===== config.mk =====
export PLATFORM = sky130hd
export DESIGN_NAME = tsmon_top
export DESIGN_NICKNAME = d
export VERILOG_FILES = /design/src/rtl/tsmon_pkg.sv /design/src/rtl/tsmon_pacer.sv /design/src/rtl/tsmon_regs.sv /design/src/rtl/tsmon_conv.sv /design/src/rtl/tsmon_top.sv
export SDC_FILE = /design/constraint.sdc
export NUM_CORES = 1
export LEC_CHECK = 0
export BUFFER_PORTS_ARGS = -buffer_cell sky130_fd_sc_hd__buf_2
export CAP_MARGIN = 30
export CELL_PAD_IN_SITES_DETAIL_PLACEMENT = 1
export CELL_PAD_IN_SITES_GLOBAL_PLACEMENT = 2
export CORE_ASPECT_RATIO = 0.9
export CORE_MARGIN = 5
export CORE_UTILIZATION = 30
export DETAILED_ROUTE_END_ITERATION = 12
export PLACE_DENSITY_LB_ADDON = 0.1
export REMOVE_ABC_BUFFERS = 1
export SETUP_SLACK_MARGIN = 0.5
export SLEW_MARGIN = 25
export SYNTH_ARGS = -nofsm -noshare
export SYNTH_HDL_FRONTEND = slang
export SYNTH_HIERARCHICAL = 1
export SYNTH_SLANG_ARGS = --single-unit

===== constraint.sdc =====
create_clock -name clk -period 7.5 [get_ports clk]
set_input_delay 0.75 -clock clk [delete_from_list [all_inputs] [get_ports clk]]
set_output_delay 0.75 -clock clk [all_outputs]
set_load 0.01 [all_outputs]

===== src/rtl/tsmon_pkg.sv =====
package tsmon_pkg;
    localparam int DATA_W  = 32;
    localparam int CNT_W   = 12;
    localparam int FREQ_W  = 16;
    localparam int PD_BIT  = 0;
    localparam int GO_BIT  = 1;
    localparam int FIN_BIT = 2;
    localparam int CNT_LSB = 8;
    localparam int THR_LSB = 20;

    typedef enum logic [1:0] {
        AL_BASE = 2'd0,
        AL_SET  = 2'd1,
        AL_CLR  = 2'd2,
        AL_TOG  = 2'd3
    } alias_e;

    typedef enum logic [1:0] {
        CS_IDLE = 2'd0,
        CS_BUSY = 2'd1,
        CS_WAIT = 2'd2
    } conv_st_e;

    function automatic logic [DATA_W-1:0] alias_apply(
        input alias_e            al,
        input logic [DATA_W-1:0] cur,
        input logic [DATA_W-1:0] wd
    );
        logic [DATA_W-1:0] res;
        case (al)
            AL_SET:  res = cur | wd;
            AL_CLR:  res = cur & ~wd;
            AL_TOG:  res = cur ^ wd;
            default: res = wd;
        endcase
        return res;
    endfunction

    function automatic logic [DATA_W-1:0] ctl_pack(
        input logic [CNT_W-1:0] thr,
        input logic [CNT_W-1:0] cnt,
        input logic             fin,
        input logic             go,
        input logic             pd
    );
        return {thr, cnt, 5'b0, fin, go, pd};
    endfunction
endpackage


===== src/rtl/tsmon_pacer.sv =====
module tsmon_pacer #(
    parameter int FREQ_W = 16
) (
    input  logic              clk,
    input  logic              rst,
    input  logic              en,
    input  logic              tick,
    input  logic [FREQ_W-1:0] period,
    output logic              fire
);
    logic [FREQ_W-1:0] cnt_q;
    logic [FREQ_W:0]   cnt_inc;

    assign cnt_inc = {1'b0, cnt_q} + 1'b1;
    assign fire    = en && tick && (cnt_inc >= {1'b0, period});

    always_ff @(posedge clk) begin
        if (rst || !en) begin
            cnt_q <= '0;
        end else if (tick) begin
            cnt_q <= cnt_inc[FREQ_W-1:0];
        end
    end
endmodule


===== src/rtl/tsmon_regs.sv =====
module tsmon_regs
    import tsmon_pkg::*;
#(
    parameter int CW = CNT_W,
    parameter int FW = FREQ_W
) (
    input  logic              clk,
    input  logic              rst,
    input  logic              wr_en,
    input  logic [2:0]        addr,
    input  logic [DATA_W-1:0] wdata,
    input  logic [CW-1:0]     cnt_in,
    input  logic              fin_in,
    input  logic              hw_clr_go,
    output logic [DATA_W-1:0] rdata,
    output logic              pd_q,
    output logic              pd_next,
    output logic              go_q,
    output logic              go_pulse,
    output logic [CW-1:0]     thr_q,
    output logic [FW-1:0]     period_q
);
    logic [DATA_W-1:0] r0_cur, r1_cur, r0_new, r1_new;
    logic              wr0, wr1, go_wr, go_next;
    alias_e            al;
    logic              unused_bits;

    always_comb begin
        al      = alias_e'(addr[1:0]);
        r0_cur  = ctl_pack(thr_q, cnt_in, fin_in, go_q, pd_q);
        r1_cur  = DATA_W'(period_q);
        r0_new  = alias_apply(al, r0_cur, wdata);
        r1_new  = alias_apply(al, r1_cur, wdata);
        wr0     = wr_en && !addr[2];
        wr1     = wr_en && addr[2];
        pd_next = wr0 ? r0_new[PD_BIT] : pd_q;
        go_wr   = wr0 ? r0_new[GO_BIT] : go_q;
        go_next = go_wr && !pd_next && !hw_clr_go;
        go_pulse = wr0 && r0_new[GO_BIT] && !go_q && !pd_next;
        rdata   = addr[2] ? r1_cur : r0_cur;
    end

    assign unused_bits = ^{r0_new[THR_LSB-1:FIN_BIT], r1_new[DATA_W-1:FW]};

    always_ff @(posedge clk) begin
        if (rst) begin
            pd_q     <= 1'b1;
            go_q     <= 1'b0;
            thr_q    <= '0;
            period_q <= '0;
        end else begin
            pd_q <= pd_next;
            go_q <= go_next;
            if (wr0) thr_q    <= r0_new[THR_LSB +: CW];
            if (wr1) period_q <= r1_new[FW-1:0];
        end
    end

    AST_ONESHOT_CLR: assert property (@(posedge clk) disable iff (rst) hw_clr_go |=> !go_q);
    AST_GO_NEEDS_POWER: assert property (@(posedge clk) disable iff (rst) go_q |-> !pd_q);
endmodule


===== src/rtl/tsmon_conv.sv =====
module tsmon_conv
    import tsmon_pkg::*;
#(
    parameter int CW = CNT_W,
    parameter int FW = FREQ_W
) (
    input  logic          clk,
    input  logic          rst,
    input  logic          pd_next,
    input  logic          run,
    input  logic          go_pulse,
    input  logic [FW-1:0] period,
    input  logic [CW-1:0] thr,
    input  logic          fire,
    input  logic          sens_done,
    input  logic [CW-1:0] sens_count,
    output logic          start_q,
    output logic [CW-1:0] cnt_q,
    output logic          fin_q,
    output logic          alarm_q,
    output logic          waiting,
    output logic          hw_clr_go
);
    conv_st_e st_q;
    logic     capture;

    assign capture   = (st_q == CS_BUSY) && sens_done && !pd_next;
    assign hw_clr_go = capture && (period == '0);
    assign waiting   = (st_q == CS_WAIT);

    always_ff @(posedge clk) begin
        if (rst) begin
            st_q    <= CS_IDLE;
            start_q <= 1'b0;
            cnt_q   <= '0;
            fin_q   <= 1'b0;
            alarm_q <= 1'b0;
        end else begin
            start_q <= 1'b0;
            if (pd_next) begin
                st_q <= CS_IDLE;
            end else begin
                case (st_q)
                    CS_IDLE: begin
                        if (go_pulse) begin
                            st_q    <= CS_BUSY;
                            start_q <= 1'b1;
                            fin_q   <= 1'b0;
                        end
                    end
                    CS_BUSY: begin
                        if (capture) begin
                            cnt_q   <= sens_count;
                            fin_q   <= 1'b1;
                            alarm_q <= (sens_count <= thr);
                            if (period == '0 || !run) st_q <= CS_IDLE;
                            else                      st_q <= CS_WAIT;
                        end
                    end
                    CS_WAIT: begin
                        if (!run) begin
                            st_q <= CS_IDLE;
                        end else if (fire) begin
                            st_q    <= CS_BUSY;
                            start_q <= 1'b1;
                            fin_q   <= 1'b0;
                        end
                    end
                    default: st_q <= CS_IDLE;
                endcase
            end
        end
    end

    AST_START_SINGLE: assert property (@(posedge clk) disable iff (rst) start_q |=> !start_q);
    AST_FIN_LOW_AT_START: assert property (@(posedge clk) disable iff (rst) start_q |-> !fin_q);
    AST_CAPTURE_SETS_FIN: assert property (@(posedge clk) disable iff (rst) capture |=> fin_q);
    AST_PD_IDLE: assert property (@(posedge clk) disable iff (rst) pd_next |=> (st_q == CS_IDLE && !start_q));
endmodule


===== src/rtl/tsmon_top.sv =====
module tsmon_top
    import tsmon_pkg::*;
#(
    parameter int CW = CNT_W,
    parameter int FW = FREQ_W
) (
    input  logic              clk,
    input  logic              rst,
    input  logic              bus_wr,
    input  logic [2:0]        bus_addr,
    input  logic [DATA_W-1:0] bus_wdata,
    output logic [DATA_W-1:0] bus_rdata,
    input  logic              rtc_tick,
    output logic              sens_pwr_en,
    output logic              sens_start,
    input  logic              sens_done,
    input  logic [CW-1:0]     sens_count,
    output logic              temp_alarm
);
    logic          pd_q, pd_next, go_q, go_pulse, hw_clr_go;
    logic          fin, waiting, fire;
    logic [CW-1:0] cnt, thr;
    logic [FW-1:0] period;

    tsmon_regs #(.CW(CW), .FW(FW)) i_regs (
        .clk(clk), .rst(rst), .wr_en(bus_wr), .addr(bus_addr), .wdata(bus_wdata),
        .cnt_in(cnt), .fin_in(fin), .hw_clr_go(hw_clr_go), .rdata(bus_rdata),
        .pd_q(pd_q), .pd_next(pd_next), .go_q(go_q), .go_pulse(go_pulse),
        .thr_q(thr), .period_q(period)
    );

    tsmon_pacer #(.FREQ_W(FW)) i_pacer (
        .clk(clk), .rst(rst), .en(waiting), .tick(rtc_tick), .period(period), .fire(fire)
    );

    tsmon_conv #(.CW(CW), .FW(FW)) i_conv (
        .clk(clk), .rst(rst), .pd_next(pd_next), .run(go_q), .go_pulse(go_pulse),
        .period(period), .thr(thr), .fire(fire), .sens_done(sens_done),
        .sens_count(sens_count), .start_q(sens_start), .cnt_q(cnt), .fin_q(fin),
        .alarm_q(temp_alarm), .waiting(waiting), .hw_clr_go(hw_clr_go)
    );

    assign sens_pwr_en = !pd_q;

    AST_START_POWERED: assert property (@(posedge clk) disable iff (rst) sens_start |-> sens_pwr_en);
endmodule


==> results of run 1 <==
-- final timing paths --
kind,startpoint,to
worst max-delay path,bus_addr[0],i_regs/go_q
worst min-delay path,i_conv/cnt_q[5],i_conv/cnt_q[5]
worst max register to register,i_pacer/cnt_q[0],i_conv/start_q
worst min register to register,i_conv/cnt_q[5],i_conv/cnt_q[5]
-- sequential cells by signal (all words and copies together) (netlist names) --
| name | cells |
|---|---|
| i_regs/pd_q | 1 |
| i_conv/st_q | 2 |
| i_conv/alarm_q | 1 |
| i_conv/start_q | 1 |
| i_regs/period_q | 16 |
| i_regs/go_q | 1 |
| i_pacer/cnt_q | 16 |
| i_regs/thr_q | 12 |
| i_conv/fin_q | 1 |
| i_conv/cnt_q | 12 |
-- stage by stage --
stage	cells	hold WS, ns	total power [mW]
floorplan	631	0.426	0.475
global placement	963	0.440	0.546
detailed placement	963	0.448	0.557
CTS	979	0.457	1.04
global route	979	0.483	1.08
finish	979	0.454	1.02
-- layout make-up --
type	instances	area [um^2]
Inverter	104	390
Sequential cell	63	1260
Clock inverter	5	80.1
Fill cell	2228	11800
Multi-Input combinational cell	464	3650
Clock buffer	11	253
Timing Repair Buffer	87	448
Tap cell	245	307
-- cell usage after synthesis, types with 2 or more instances --
cell type and instances:
a21oi_1 41, nand2_1 49, nor2b_1 8, nand4_1 10, nand2b_1 2, ha_1 89
dfxtp_1 63, buf_6 5, mux2_2 24, xnor2_1 11, xor2_1 15, buf_4 4
o21ai_0 7, or3_1 3, nand3_1 13, clkbuf_1 15, and2_1 7, nor3b_1 2
a211oi_1 43, mux4_1 3, nor2_1 80, mux2i_1 4, nor3_1 4, a2111oi_2 2
mux4_2 10, nor4_1 4, buf_2 12, inv_1 103
-- per-layer routing --
metal	share of wire, %	global-route usage, %
met1	48	19.7
met2	47	25.7
met3	3.3	3.56
met4	0.85	3.05
met5	0	0
-- cells by family after synthesis --
kind of cell / Yosys count
and+or+nand+nor: 199
buffers and inverters: 140
AOI/OAI and AO/OA: 109
adders and majority gates: 89
DFF: 63
muxes: 41
xor gates and xnor gates: 26
-- critical path: cells and delay by family --
family	cells	cell delay, ns
muxes	1	0.14
AOI/OAI and AO/OA	2	0.90
buffers and inverters	3	1.13
and+or+nand+nor	3	0.91
-- power by group through the flow --
stage	registers [mW]	logic [mW]	clock network (mW)
global placement	0.367	0.178	0
floorplan	0.362	0.113	0
global route	0.363	0.213	0.504
finish	0.361	0.185	0.476
detailed placement	0.369	0.188	0
CTS	0.361	0.190	0.493
==> impl_metrics.csv, run 1 <==
group,metric,value,unit
timing,worst_pin_slew,0.810,ns
cts,postCtsSetupBuffers,0,
cells_and_area,final_common_cell,"inv_1",
detailed_routing,drtIter0Drc,84,
cts,worstSkewPairLatency,0.34,ns
critical_path,r2r_setup_slack,4.12,ns
floorplan,initial_core_util,30.2,%
synth,yosysWarnings,6,
place,placed_area,6060,um^2
pwr,p_int,0.736,mW
timing,setup_tns,0,ns
critical_path,endpoint_kind,"register",
synth,synth.area.top_cells,"dfxtp_1 (23%), ha_1 (20%), inv_1 (7.0%), a211oi_1 (5.9%), nor2_1 (5.5%)",
timing,max-slew-margin-rel,45.7,%
timing,finalHoldViolCount,0,
detailed_routing,vias,4744,
critical_path,crit_type,"input port to register",
cts,cts_hold_buffers,0,
synth,synth_async_sr_flop_share,0,%
critical_path,reg2regPathDepth,13,
synth,ys_seq_area_share,22.9,%
detailed_routing,wl,15700,um
detailed_routing,viasPerCell,4.85,
timing,rsz0062_at_grt,"false",
timing,max_freq,0.275,GHz
cts,clock-sinks,63,
grt,grt_usage,15.1,%
grt,grt_first_pass_wirelength,26100,um
cts,htree_levels,3,
timing,finClkSkew,0.00426,ns
synth,synth_area,5500,um^2
cts,clkTransAtPathRegs,0.06,ns
grt,grt_remaining_overflow,0,
detailed_routing,drc,0,
critical_path,path_cells,"buf_2 -> buf_4 -> mux2i_1 -> and3_1 -> a211oi_1 -> inv_2 -> nand4b_1 -> nor2_1 -> a2111oi_2",
synth,synth_edf_count,0,
synth,ys.flop_type,"dfxtp_1",
synth,syn_avg_cell_area,8.25,um^2
pwr,p_leak,2.87,nW
critical_path,slowest_delay,0.68,ns
synth,synth-xor-area-share,4.14,%
floorplan,fp.dieW,153,um
synth,yosys.area_share.simple,17.5,%
floorplan,pin_count,87,
synth,synth_top_family_by_area,"adder cells",
grt,antenna_found_initial,0,
synth,synth_largest_area_cell,"dfxtp_1",
status,status,"complete, no violations",
cts,cts_buffers,9,
cts,cts_root_buf,"clkbuf_16",
synth,synth_cell_type_count,62,
floorplan,rows,47,
timing,fin_crit_sh,48.5,%
cts,cts_resized,0,
cells_and_area,drive_gt1_share,21.0,%
synth,yosys.area_share.adder,20.2,%
cells_and_area,diodes,0,
critical_path,slowest_stage,"a211oi_1",
place,hpwl,11800,um
place,io_buffers,82,
floorplan,die_h,138,um
floorplan,design.core.area,18200,um^2
detailed_routing,drt-pass1-iter-count,4,
cells_and_area,mostFrequentLayoutCells,"inv_1 (103), ha_1 (89), buf_2 (82)",
critical_path,worst_setup_path_start_kind,"input port",
grt,grt_max_degree,50,
pwr,pwr-share-comb,18.1,%
timing,fin_ws,3.86,ns
synth,synth.area.mux_share,11.2,%
job,drv_cap,0,
synth,synth_compound_area_share,13.3,%
pwr,switching_share,28.0,%
detailed_routing,drtAntennaViolNets,0,
synth,synthCells,667,
min_path,hold_depth,2,
cells_and_area,nets,870,
synth,synth_top_area_share,22.9,%
cells_and_area,utilization,35.1,%
cts,cts_buffer_depth,2,
pwr,p_sw,0.286,mW
detailed_routing,avgRoutedWirePerCell,16.0,um
critical_path,crit_arrival,3.88,ns
timing,finalCriticalPeriod,3.64,ns
critical_path,worst-endpoint-required,7.74,ns
cts,cts_tree,"yes",
min_path,hold_class,"register to register",
pwr,clock_power_share,46.6,%
floorplan,die_area,21100,um^2
place,place_ws,3.43,ns
timing,maxSlewViolCount,0,
place,routabilityCongestion,0.712,
cells_and_area,syn2layout_area_growth,16.2,%
grt,grt_pass1_vias,5132,
pwr,ir_worst_vdd,0.0900,mV
timing,setup_viol,0,
synth,ys_seq_elements,63,
cells_and_area,design_area,6390,um^2
critical_path,cp_max_fo,45,
pwr,power.share.sequential,35.3,%
pwr,cellPowerDensity,160,nW/um^2
No activity file was read; power rests on OpenSTA's default activity.
==> run 2: changes to the inputs <==
==> constraint.sdc (replaced) <==
create_clock -name clk -period 3.1 [get_ports clk]
set_input_delay 0.31 -clock clk [delete_from_list [all_inputs] [get_ports clk]]
set_output_delay 0.31 -clock clk [all_outputs]
set_load 0.01 [all_outputs]
==> run 2 against run 1 <==
  * Combinational power rose to 2.6 times the previous value
  * Design area is 5.1% higher
  * Highest routed layer unchanged
  * Via count up 3.6%
  * Global-route usage up 0.62 points
  * Clock skew is 0.0020 ns higher
==> impl_metrics.csv, run 2 (same netlist as run 1, synthesis figures left out) <==
group,metric,value,unit
grt,grt_remaining_overflow,0,
cells_and_area,final_common_cell,"inv_1",
status,status,"complete, no violations",
cts,htree_levels,3,
floorplan,design.core.area,18200,um^2
timing,setup_tns,0,ns
timing,max-slew-margin-rel,53.0,%
place,dp_cells,984,
detailed_routing,drt-pass1-iter-count,4,
detailed_routing,viasPerCell,4.87,
timing,finalHoldViolCount,0,
grt,antenna_found_initial,0,
critical_path,reg2regPathDepth,18,
floorplan,die_area,21100,um^2
floorplan,die_h,138,um
cells_and_area,top_regs,"i_pacer/cnt_q x16, i_regs/period_q x16",
cts,cts_tree,"yes",
critical_path,crit_type,"register to register",
detailed_routing,avgRoutedWirePerCell,16.3,um
place,io_buffers,82,
critical_path,worstReg2RegEnd,"i_conv/st_q[0]",
cells_and_area,design_area,6720,um^2
timing,setup_viol,0,
floorplan,initial_core_util,30.2,%
cells_and_area,syn2layout_area_growth,22.1,%
critical_path,crit_arrival,3.05,ns
critical_path,r2r_setup_slack,0.31,ns
cts,cts_buffer_depth,2,
critical_path,endpoint_kind,"register",
cells_and_area,diodes,0,
cts,clkTransAtPathRegs,0.06,ns
cts,cts_buffers,9,
critical_path,worst-endpoint-required,3.36,ns
grt,grt_max_degree,48,
floorplan,fp.dieW,153,um
cells_and_area,fill_cells,2182,
timing,fin_crit_sh,90.0,%
cells_and_area,fin_cells,1009,
critical_path,cp_max_fo,3,
timing,rsz0062_at_grt,"true",
min_path,hold_depth,3,
detailed_routing,drtAntennaViolNets,0,
grt,grt_first_pass_wirelength,27200,um
floorplan,pin_count,87,
min_path,hold_path.startpoint,"sens_count[5]",
detailed_routing,drc,0,
detailed_routing,vias,4915,
critical_path,worst_setup_path_start_kind,"register",
min_path,whs_endpoint,"i_conv/cnt_q[5]",
min_path,hold_class,"input port to register",
timing,max_freq,0.358,GHz
grt,grt_usage,15.7,%
timing,finClkSkew,0.00622,ns
floorplan,rows,47,
job,drv_cap,0,
cells_and_area,mostFrequentLayoutCells,"inv_1 (103), ha_1 (88), buf_2 (82)",
critical_path,rr_startpoint,"i_pacer/cnt_q[1]",
place,placed_area,6220,um^2
cells_and_area,nets,900,
detailed_routing,drtIter0Drc,180,
pwr,cellPowerDensity,342,nW/um^2
cts,clock-sinks,63,
cts,cts_root_buf,"clkbuf_16",
cts,cts_hold_buffers,0,
grt,grt_pass1_vias,5230,
detailed_routing,wl,16500,um
pwr,p_leak,3.03,nW
pwr,ir_worst_vdd,0.221,mV
cts,worstSkewPairLatency,0.34,ns
cells_and_area,drive_gt1_share,27.6,%
place,hpwl,12700,um
place,routabilityCongestion,0.763,
timing,finalCriticalPeriod,2.79,ns
timing,worst_pin_slew,0.705,ns
timing,maxSlewViolCount,0,
[run 2: changes by cell type in the layout (fill, tap and decap cells not counted), sizes merged]
cell and delta:
buf +30, bufinv -2, clkinv +2
[run 2: stage by stage]
step	utilization (%)	setup WS [ns]	power, mW	hold slack, ns
2_1_floorplan	-	0.0752	1.15	0.379
4_1_cts	36.3	0.341	2.35	0.214
3_3_place_gp	34.1	0.0935	1.33	0.439
6_report	36.8	0.309	2.30	0.232
5_1_grt	36.8	0.0727	2.45	0.232
3_5_place_dp	34.1	0.0232	1.36	0.447
[run 2: area by class of cell]
class / instances / area (um^2) / area share (%)
inverters: 104 / 390 / 5.81
repair buffers: 117 / 688 / 10.2
flip-flops and latches: 63 / 1280 / 19.0
well taps: 245 / 307 / 4.56
clock inverters: 5 / 33.8 / 0.503
clock buffers: 11 / 243 / 3.61
multi-input cells: 464 / 3780 / 56.3
[run 2: worst max-delay path by stage]
| stage | startpoint | endpoint | depth (start not counted) |
|---|---|---|---|
| finish | i_pacer/cnt_q[1] | i_conv/st_q[0] | 18 |
| CTS | i_pacer/cnt_q[0] | i_conv/st_q[1] | 13 |
| global route | i_pacer/cnt_q[1] | i_conv/st_q[0] | 18 |
| floorplan | i_regs/pd_q | i_conv/alarm_q | 9 |
| global placement | i_pacer/cnt_q[0] | i_conv/start_q | 15 |
| detailed placement | i_pacer/cnt_q[0] | i_conv/start_q | 15 |
[run 2: critical path, stage by stage, from the launching register on]
cell      delay, ns
dfxtp_4        0.36
buf_6          0.10
nand4_1        0.19
nor2_4         0.21
buf_6          0.11
buf_6          0.08
nand2_1        0.07
xnor2_1        0.17
ha_1           0.19
a21oi_2        0.06
nor2_2         0.10
a211oi_2       0.05
o21a_1         0.21
a41oi_2        0.22
buf_4          0.15
nand3_2        0.07
a21oi_2        0.19
nor2_1         0.07
nor3_1         0.11
[run 2: where the power goes]
group / internal (mW) / total, mW / leakage [nW] / switching [mW]
logic: 0.211 / 0.473 / 2.38 / 0.262
clock network: 0.561 / 0.957 / 0.132 / 0.395
registers: 0.833 / 0.870 / 0.517 / 0.0365
[run 2: timing repair]
item / 4_1_cts / 5_1_grt
resized for setup: 22 / 17
endpoints found under the setup margin: 4 / 7
pin swaps: 14 / 14
hold endpoints to repair: 0 / 0
buffers inserted: 5 / 4
[run 2: metal layers]
| layer | global-route usage (%) | up-vias | part of all wire [%] | routed length, um |
|---|---|---|---|---|
| li1 | - | 2434 | - | - |
| met3 | 2.72 | 13 | 3.0 | 499 |
| met5 | 0 | - | 0 | 0 |
| met4 | 4.74 | 0 | 1.4 | 227 |
| met1 | 21.2 | 2399 | 48 | 7970 |
| met2 | 25.9 | 69 | 47 | 7780 |
